### src/rtl/idle_halt_pkg.sv
// Shared types for the idle auto-halt controller.
// Assumes: nothing beyond a 3-bit state encoding.
package idle_halt_pkg;
    typedef enum logic [2:0] {
        ST_STOPPED,
        ST_RUNNING,
        ST_HALTING,
        ST_HALTED,
        ST_UNHALTING
    } pwr_state_e;
endpackage

### src/rtl/ihc_cfg_regs.sv
// Configuration storage: self-clearing launch bit, idle threshold, pad power level.
// Assumes: pon_allow_i is high only while a PON=1 write may legally land.
module ihc_cfg_regs #(
    parameter int LIMIT_W = 31
) (
    input  logic               clk,
    input  logic               rst_n,
    input  logic               wr_en,
    input  logic               wr_sel,
    input  logic [LIMIT_W:0]   wr_data,
    input  logic               start_taken_i,
    input  logic               pon_allow_i,
    output logic               start_q,
    output logic [LIMIT_W-1:0] limit_q,
    output logic               pon_q
);
    // Launch bit: set by software, cleared when the sequencer consumes it.
    always_ff @(posedge clk) begin
        if (!rst_n)
            start_q <= 1'b0;
        else if (start_taken_i)
            start_q <= 1'b0;
        else if (wr_en && !wr_sel && wr_data[0])
            start_q <= 1'b1;
    end

    // Threshold and pad power level: PON=1 only lands while permitted.
    always_ff @(posedge clk) begin
        if (!rst_n) begin
            limit_q <= '0;
            pon_q   <= 1'b0;
        end else if (wr_en && wr_sel) begin
            limit_q <= wr_data[LIMIT_W-1:0];
            pon_q   <= wr_data[LIMIT_W] & pon_allow_i;
        end
    end


    // start_clear_chk: a consumed launch bit is gone on the next cycle
    start_clear_chk: assert property (@(posedge clk) disable iff (!rst_n)
        (start_q && start_taken_i) |=> !start_q);
endmodule

### src/rtl/ihc_idle_counter.sv
// Counts consecutive idle cycles and flags when the threshold is reached.
// Assumes: count_en is high only while the controller is running.
module ihc_idle_counter #(
    parameter int LIMIT_W = 31
) (
    input  logic               clk,
    input  logic               rst_n,
    input  logic               count_en,
    input  logic               idle_i,
    input  logic [LIMIT_W-1:0] limit_i,
    output logic               hit_o
);
    localparam int CW = LIMIT_W + 1;

    logic [LIMIT_W-1:0] cnt_q;
    logic [CW-1:0]      next_cnt;

    // Threshold compare; a lowered threshold still trips at once.
    always_comb begin
        next_cnt = {1'b0, cnt_q} + CW'(1);
        hit_o    = count_en && idle_i && (limit_i != '0) &&
                   (next_cnt >= {1'b0, limit_i});
    end

    // Count idle edges; cleared on activity, on hit, or when not running.
    always_ff @(posedge clk) begin
        if (!rst_n || !count_en || !idle_i || hit_o)
            cnt_q <= '0;
        else
            cnt_q <= next_cnt[LIMIT_W-1:0];
    end


    // zero_limit_chk: a zero threshold never flags a hit
    zero_limit_chk: assert property (@(posedge clk) disable iff (!rst_n)
        (limit_i == '0) |-> !hit_o);
endmodule

### src/rtl/ihc_halt_fsm.sv
// Power sequencer: stopped, running, halting, halted, unhalting.
// Assumes: hit_i is qualified by the running state upstream.
module ihc_halt_fsm
    import idle_halt_pkg::*;
(
    input  logic clk,
    input  logic rst_n,
    input  logic start_i,
    input  logic hit_i,
    input  logic wake_i,
    input  logic pon_i,
    output logic halt_o,
    output logic unhalt_o,
    output logic run_o,
    output logic count_en_o,
    output logic start_taken_o,
    output logic pon_allow_o
);
    pwr_state_e state_q, state_d;
    logic       leave_halt;

    // Next-state selection.
    always_comb begin
        leave_halt = (state_q == ST_HALTED) && wake_i && !pon_i;
        state_d    = state_q;
        case (state_q)
            ST_STOPPED:   if (start_i) state_d = ST_RUNNING;
            ST_RUNNING:   if (hit_i)   state_d = ST_HALTING;
            ST_HALTING:   state_d = ST_HALTED;
            ST_HALTED:    if (leave_halt) state_d = ST_UNHALTING;
            ST_UNHALTING: state_d = ST_RUNNING;
            default:      state_d = ST_STOPPED;
        endcase
    end

    // State register.
    always_ff @(posedge clk) begin
        if (!rst_n) state_q <= ST_STOPPED;
        else        state_q <= state_d;
    end

    // Moore outputs decoded from the state.
    always_comb begin
        halt_o        = (state_q == ST_HALTING);
        unhalt_o      = (state_q == ST_UNHALTING);
        run_o         = (state_q != ST_STOPPED);
        count_en_o    = (state_q == ST_RUNNING);
        start_taken_o = (state_q == ST_STOPPED) && start_i;
        pon_allow_o   = (state_q == ST_HALTED) && !leave_halt;
    end


    // pon_halted_chk: pad power is only up while halted
    pon_halted_chk: assert property (@(posedge clk) disable iff (!rst_n)
        pon_i |-> (state_q == ST_HALTED));


    // unhalt_pon_low_chk: unhalt never issues with pad power up
    unhalt_pon_low_chk: assert property (@(posedge clk) disable iff (!rst_n)
        unhalt_o |-> !pon_i);


    // halt_pulse_chk: halt is one cycle wide
    halt_pulse_chk: assert property (@(posedge clk) disable iff (!rst_n)
        halt_o |=> !halt_o);


    // unhalt_pulse_chk: unhalt is one cycle wide
    unhalt_pulse_chk: assert property (@(posedge clk) disable iff (!rst_n)
        unhalt_o |=> !unhalt_o);


    // hit_halts_chk: a threshold hit while running yields a halt next cycle
    hit_halts_chk: assert property (@(posedge clk) disable iff (!rst_n)
        (count_en_o && hit_i) |=> halt_o);
endmodule

### src/rtl/idle_halt_ctrl.sv
// Top: idle auto-halt controller. Wires register file, idle counter, sequencer.
// Assumes: cfg_wdata[LIMIT_W] carries the pad power bit, lower bits the threshold.
module idle_halt_ctrl #(
    parameter int LIMIT_W = 31
) (
    input  logic             clk,
    input  logic             rst_n,
    input  logic             cfg_wr,
    input  logic             cfg_sel,
    input  logic [LIMIT_W:0] cfg_wdata,
    input  logic             idle_in,
    input  logic             wake_req,
    output logic             halt_cmd,
    output logic             unhalt_cmd,
    output logic             pad_pon,
    output logic             running
);
    logic               start_q, start_taken, pon_allow, count_en, hit;
    logic [LIMIT_W-1:0] limit_q;

    ihc_cfg_regs #(.LIMIT_W(LIMIT_W)) u_regs (
        .clk(clk), .rst_n(rst_n), .wr_en(cfg_wr), .wr_sel(cfg_sel),
        .wr_data(cfg_wdata), .start_taken_i(start_taken),
        .pon_allow_i(pon_allow), .start_q(start_q), .limit_q(limit_q),
        .pon_q(pad_pon)
    );

    ihc_idle_counter #(.LIMIT_W(LIMIT_W)) u_cnt (
        .clk(clk), .rst_n(rst_n), .count_en(count_en), .idle_i(idle_in),
        .limit_i(limit_q), .hit_o(hit)
    );

    ihc_halt_fsm u_fsm (
        .clk(clk), .rst_n(rst_n), .start_i(start_q), .hit_i(hit),
        .wake_i(wake_req), .pon_i(pad_pon), .halt_o(halt_cmd),
        .unhalt_o(unhalt_cmd), .run_o(running), .count_en_o(count_en),
        .start_taken_o(start_taken), .pon_allow_o(pon_allow)
    );


    // reset_quiet_chk: no command during the cycle after reset
    reset_quiet_chk: assert property (@(posedge clk)
        !rst_n |=> !(halt_cmd || unhalt_cmd || pad_pon || running));


    // wake_ignored_chk: wake outside halt never produces an unhalt
    wake_ignored_chk: assert property (@(posedge clk) disable iff (!rst_n)
        (count_en && wake_req) |=> !unhalt_cmd);
endmodule

### config.mk
export PLATFORM = sky130hd
export DESIGN_NAME = idle_halt_ctrl
export DESIGN_NICKNAME = d
export VERILOG_FILES = /design/src/rtl/idle_halt_pkg.sv /design/src/rtl/ihc_cfg_regs.sv /design/src/rtl/ihc_idle_counter.sv /design/src/rtl/ihc_halt_fsm.sv /design/src/rtl/idle_halt_ctrl.sv
export SDC_FILE = /design/constraint.sdc
export NUM_CORES = 1
export LEC_CHECK = 0
export ABC_AREA = 1
export BUFFER_PORTS_ARGS = -buffer_cell sky130_fd_sc_hd__buf_4
export CAP_MARGIN = 30
export CORE_AREA = 4 4 93 95
export CTS_CLUSTER_SIZE = 16
export DETAILED_ROUTE_END_ITERATION = 12
export DIE_AREA = 0 0 97 99
export PLACE_DENSITY = 0.76
export SYNTH_ARGS = -nofsm -noshare
export SYNTH_HDL_FRONTEND = slang
export SYNTH_HIERARCHICAL = 1
export SYNTH_SLANG_ARGS = --single-unit
### constraint.sdc
create_clock -name clk -period 2.7 [get_ports clk]
set_input_delay 0.81 -clock clk [delete_from_list [all_inputs] [get_ports clk]]
set_output_delay 0.81 -clock clk [all_outputs]
set_load 0.02 [all_outputs]
# Word level (Yosys, flattened, before mapping)
# Cells that the tools add are included.
# word_totals
ff_bits	67
# op_classes
add_sub_neg	1
order_cmp	1
n_eq_ne	7
muxes	4
n_bitwise	2
reduce_logical	24
# ops
operator	n
$add A31 B1 Y32 const B	1
$ge A32 B31 Y1	1
$reduce_bool A31 Y1	1
$pmux W3 S5	1
$logic_and A1 B1 Y1	10
$mux W3	3
$eq A3 B2 Y1 const B	2
$logic_not A1 Y1	6
$ne A2 B2 Y1 const B	2
$eq A3 B1 Y1 const B	1
$eq A3 B3 Y1 const B	1
$logic_not A3 Y1	1
$logic_or A1 B1 Y1	3
$reduce_and A3 Y1	1
$reduce_bool A3 Y1	1
$ne A2 B1 Y1 const B	1
$reduce_or A2 Y1	1
$and A1 B1 Y1	1
$not A1 Y1	1

# Longest topological paths before layout
# depth
word_depth	6
ltp_mapped	27
ltp_nobuf	27

# Modules after synthesis
# The synthesis kept the hierarchy.
# modules_own_cells
mod	instances	cells_per_inst	area_per_inst_um2	seq_area_each_um2
ihc_idle_counter	1	413	2622.5	620.6
ihc_cfg_regs	1	152	1308.8	660.6
ihc_halt_fsm	1	39	226.5	60.1

# Worst setup path after synthesis
# No wires, ideal clock.
# synth_timing
kind	register to register
startpoint	register u_cnt.cnt_q[0]
endpoint	register u_fsm.state_q[1]
arrival_time_ns	2.675
required_time_ns	2.638
slack_ns	-0.037
stages_incl_launch_ff	22
path_cell_list	dfxtp_1 -> ha_1 -> nand2_1 -> or3_1 -> xor2_1 -> inv_1 -> ha_1 -> nand2_1 -> nor2_1 -> a21boi_0 -> nor2_1 -> nor2_1 -> nor2_1 -> nand2_1 -> nand2_2 -> inv_1 -> inv_1 -> nand3_1 -> nand3_1 -> nand2_1 -> inv_2 -> nor2_2
# synth_via
elab_chain_cells	5
# synth_lines
item	line_no	text
start: declaration	ihc_idle_counter.sv:15	logic [LIMIT_W-1:0] cnt_q;
start signal: assignment	ihc_idle_counter.sv:30	cnt_q <= next_cnt[LIMIT_W-1:0];
$add A31 B1 Y32	ihc_idle_counter.sv:20	next_cnt = {1'b0, cnt_q} + CW'(1);
named net u_cnt.next_cnt[22]	ihc_idle_counter.sv:16	logic [CW-1:0] next_cnt;
$ge A32 B31 Y1	ihc_idle_counter.sv:22	(next_cnt >= {1'b0, limit_i});
$logic_and A1 B1 Y1	ihc_idle_counter.sv:21	hit_o = count_en && idle_i && (limit_i != '0) &&
named net hit	idle_halt_ctrl.sv:18	logic start_q, start_taken, pon_allow, count_en, hit;
$ne A2 B2 Y1 (no source line)	-	
$reduce_and A3 Y1 (no source line)	-	
end signal: assignment	ihc_halt_fsm.sv:39	else state_q <= state_d;
end: declaration	ihc_halt_fsm.sv:19	pwr_state_e state_q, state_d;
# The timed path passes the listed nets, and every way through them passes these cells.
# A chain may end at the register's enable or synchronous reset.

# Final worst setup path
# layout_timing
startpoint	register u_cnt.cnt_q[22]
endpoint	register u_cnt.cnt_q[20]
# layout_via
elab_chain_cells	4
# layout_lines
item	line_no	text
$add A31 B1 Y32	ihc_idle_counter.sv:20	
named net u_cnt.next_cnt[26]	ihc_idle_counter.sv:16	
$ge A32 B31 Y1	ihc_idle_counter.sv:22	
$logic_and A1 B1 Y1	ihc_idle_counter.sv:21	
$logic_or A1 B1 Y1	ihc_idle_counter.sv:27	if (!rst_n || !count_en || !idle_i || hit_o)
# The timed path passes the listed nets, and every way through them passes these cells.

==> results_tabular.tex <==
\begin{tabular}{lr}
\hline
Metric & Value \\
\hline
\multicolumn{2}{l}{\textbf{Routing}} \\
\quad Residual DRC & 0 \\
\quad DR vias & 4406 \\
\quad DR iter-0 viols & 295 \\
\quad Total iterations of the first detailed-routing run & 5 \\
\quad Wirelength, routed & 13400 um \\
\quad Drt wl/cell & 16.5 um \\
\quad Via-to-Cell Ratio & 5.44 \\
\quad ANT nets after route & 0 \\
\multicolumn{2}{l}{\textbf{Finish}} \\
\quad Cell Count, Final, Fillers Out & 810 \\
\quad Number of nets in the final layout & 775 \\
\quad Share of post-route cells with drive strength above 1 & 38.3\% \\
\quad Fillcell total & 509 \\
\quad Sequential cell area & 1380 sq um \\
\quad Relative area change from synthesis to final layout & 43.1\% \\
\quad Final design area excluding fillers & 5950 sq um \\
\quad Antenna Cells & 0 \\
\quad Area of the multi-input gates & 2940 sq um \\
\multicolumn{2}{l}{\textbf{Power and ir drop}} \\
\quad Total leakage power & 2.80 nW \\
\quad Power per cell area & 423 nW/um\^{}2 \\
\quad Maximum resistive drop on vdd & 0.454 mV \\
\multicolumn{2}{l}{\textbf{GRT}} \\
\quad Wire length of the first global-routing pass & 17700 um \\
\quad GRT Total Usage & 22.4\% \\
\quad Number of antenna violations at the first check in global routing & 0 \\
\quad Number of global-route vias before repair & 3953 \\
\quad Pin count of the biggest net entering global routing & 37 \\
\quad Leftover overflow at the end of global routing & 0 \\
\multicolumn{2}{l}{\textbf{Worst setup path}} \\
\quad Critical-path maximum fanout & 7 \\
\quad Required time reported for the critical path endpoint & 2.93 ns \\
\quad Category of the worst setup path capture point & flop \\
\quad Start of the worst register-to-register path & u\_cnt/cnt\_q[22] \\
\quad Critical setup path kind & reg2reg \\
\quad Endpoint arrival time on the critical path & 3.31 ns \\
\quad Crit start category & flop \\
\quad Capture instance of the worst register-to-register path & u\_cnt/cnt\_q[20] \\
\quad Worst reg2reg setup slack & -0.38 ns \\
\quad Depth of the worst register-to-register path & 17 \\
\multicolumn{2}{l}{\textbf{Synth}} \\
\quad Most instantiated cells after synthesis & nand2\_1 (140), inv\_1 (104), nor2\_1 (69), dfxtp\_1 (67), nand3\_1 (51) \\
\quad Cell variety after synth & 31 \\
\quad Cell area after synthesis & 4160 sq um \\
\quad Yosys warning count & 6 \\
\quad Dominant register cell in the synthesized netlist & dfxtp\_1 \\
\quad Dominant cell type by area after synthesis & dfxtp\_1 \\
\quad Sequential cell area fraction in the yosys report & 32.3\% \\
\quad Most numerous cell in the Yosys netlist & nand2\_1 \\
\quad Fraction of synthesized cell area taken by the top area cell type & 32.3\% \\
\quad Post-synthesis register bit count & 67 \\
\quad Post-synth net total & 674 \\
\quad Biggest area contributors in the synthesized netlist & dfxtp\_1 (32\%), nand2\_1 (13\%), ha\_1 (9.6\%), inv\_1 (9.4\%), nor2\_1 (6.2\%) \\
\quad Share of flip-flops with an asynchronous set or reset & 0\% \\
\quad Synth Area per Inst & 6.88 sq um \\
\quad Post-synth EDFFs & 0 \\
\quad Post-synthesis cell count & 604 \\
\multicolumn{2}{l}{\textbf{STA}} \\
\quad Number of pins with negative max-slew slack in the final report & 0 \\
\quad Final Skew & 0.0143 ns \\
\quad Fin. Hold Viols & 0 \\
\quad Total of endpoints with negative setup slack in the final report & 33 \\
\quad Worst Max-Slew Pin Slew & 0.420 ns \\
\quad Unrepaired setup endpoints after global routing & true \\
\quad Fin crit period & 3.08 ns \\
\quad Max transition margin & 71.8\% \\
\quad Tcrit/Tclk final & 114\% \\
\quad Final WS setup & -0.384 ns \\
\quad Maximum clock frequency & 324 MHz \\
\multicolumn{2}{l}{\textbf{Clocking}} \\
\quad Clock latency on the worst-skew pair & 0.34 ns \\
\quad Clock tree from TritonCTS & done \\
\quad Hold-fix buffer count after cts & 0 \\
\quad Num CTS Buffers & 9 \\
\quad Clock root buffer & clkbuf\_8 \\
\quad Buffer depth of the longest clock path & 2 \\
\quad Sinks on the clock net & 67 \\
\quad Clock-pin slew of the registers on the worst-case setup and hold paths & 0.07 ns \\
\quad CTS H-Tree Depth & 3 \\
\multicolumn{2}{l}{\textbf{Hold path}} \\
\quad Type of the worst min-delay path & reg2reg \\
\quad Hold path startpoint & u\_regs/limit\_q[4] \\
\quad WHS Endpoint & u\_regs/limit\_q[4] \\
\quad Worst Hold Path Cells & 2 \\
\multicolumn{2}{l}{\textbf{Floorplan}} \\
\quad Rows & 32 \\
\quad Die width & 97 um \\
\quad Die boundary height & 99 um \\
\quad DIE AREA & 9600 sq um \\
\quad Core region area & 7730 sq um \\
\quad Initial Utilization & 53.8\% \\
\quad Boundary pin count & 42 \\
\multicolumn{2}{l}{\textbf{Placement}} \\
\quad Area after detailed placement & 4860 sq um \\
\quad Number of I/O port buffers & 41 \\
\quad Count of placed standard cells including taps & 778 \\
\quad Final weighted congestion in routability-driven placement & 0.886 \\
\quad Detailed-placement wirelength estimate & 7480 um \\
\multicolumn{2}{l}{\textbf{Job}} \\
\quad Maximum capacitance violations & 0 \\
\multicolumn{2}{l}{\textbf{Status}} \\
\quad Failing checks & negative setup slack \\
\quad Result of the run & finished with violations \\
\hline
\end{tabular}
==> per-layer routing <==
layer	GRT usage, %	up-vias	share of wire [%]
li1	-	2069	-
met1	27.4	2054	40
met2	38.5	212	49
met3	4.53	71	5.5
met4	8.86	0	5.9
met5	0	-	0
==> kinds of logic (layout without fill, tap and decap cells) <==
kind of cell | after synthesis | after routing | synth area share [%]
adder cells (fa/ha/maj) | 32 | 32 | 9.63
buffers and inverters | 123 | 227 | 12.5
AND/OR/NAND/NOR | 313 | 313 | 33.3
XOR/XNOR | 22 | 22 | 4.63
flip-flops | 67 | 67 | 32.3
AO/OA/AOI/OAI | 47 | 47 | 7.64
==> placed cells by master, fill, tap and decap left out, types with 3 or more instances in the layout <==
cell type,instances
xor2_4,3
buf_12,3
nand3_2,6
nor4_1,3
a21oi_1,9
xor2_2,11
nor3_2,3
dfxtp_4,7
dfxtp_1,47
nand2_4,5
dfxtp_2,13
nor2_1,41
or2_2,4
nor2_4,19
nor2_2,23
nand3_1,46
inv_1,97
inv_2,8
xnor2_2,4
nand2_2,24
buf_4,99
nand2_1,116
clkbuf_8,12
clkbuf_16,3
nand4_1,11
ha_4,8
nor3_4,3
ha_1,24
a21boi_1,31
==> sequential cells by signal, summed over array words and instances, names as in the netlist <==
name,count
u_cnt/cnt_q,31
u_regs/pon_q,1
u_regs/start_q,1
u_regs/limit_q,31
u_fsm/state_q,3
==> critical path, stage by stage, from the launching register on <==
cell,delay (ns)
dfxtp_4,0.41
nand4_1,0.28
nor4_2,0.52
nand3_1,0.16
nand2_2,0.14
inv_1,0.06
ha_1,0.29
nand4_1,0.10
nor2_2,0.12
nand2_1,0.07
nor2_1,0.10
nand2_1,0.07
nand2_1,0.10
nand2_2,0.09
buf_12,0.14
nand2_8,0.11
clkbuf_16,0.18
nor2_1,0.04
==> metrics by stage <==
stage	utilization [%]	power [mW]	worst slack (ns)	hold WS [ns]	TNS [ns]
detailed placement	63.0	1.56	-0.236	0.453	-3.64
finish	77.0	2.52	-0.384	0.462	-11.52
floorplan	-	1.41	0.0158	0.425	0
global placement	63.0	1.54	-0.153	0.435	-0.614
global route	77.0	2.63	-0.486	0.482	-15.23
CTS	69.7	2.44	-0.0398	0.464	-0.0398
==> power breakdown <==
part	internal, mW	switching (mW)	leakage [nW]
clock	0.491	0.393	0.104
combinational	0.242	0.318	2.13
sequential	1.02	0.0497	0.557
==> worst max-delay path by stage <==
stage | from | slack (ns) | depth (start not counted) | to
final | u_cnt/cnt_q[22] | -0.38 | 17 | u_cnt/cnt_q[20]
after global routing | u_cnt/cnt_q[22] | -0.49 | 17 | u_cnt/cnt_q[20]
after CTS | u_cnt/cnt_q[1] | -0.04 | 25 | u_fsm/state_q[1]
after detailed placement | u_cnt/cnt_q[0] | -0.24 | 24 | u_fsm/state_q[1]
after global placement | u_cnt/cnt_q[6] | -0.15 | 24 | u_fsm/state_q[1]
after floorplan | u_cnt/cnt_q[0] | 0.02 | 21 | u_fsm/state_q[1]
==> what timing repair did <==
item	4_1_cts	5_1_grt
endpoints found under the setup margin	33	33
buffers inserted	6	9
cloned	0	3
pin swaps	20	30
gates resized for setup	62	100
==> cell type report <==
| type | instances | share of cell area (%) |
|---|---|---|
| clock buffer | 12 | 2.78 |
| inverter | 106 | 6.73 |
| clock inverter | 2 | 0.589 |
| tap | 102 | 2.15 |
| sequential | 67 | 23.3 |
| timing repair buffer | 107 | 15.1 |
| multi-input combinational | 414 | 49.4 |
(Power assumes the default switching activity.)
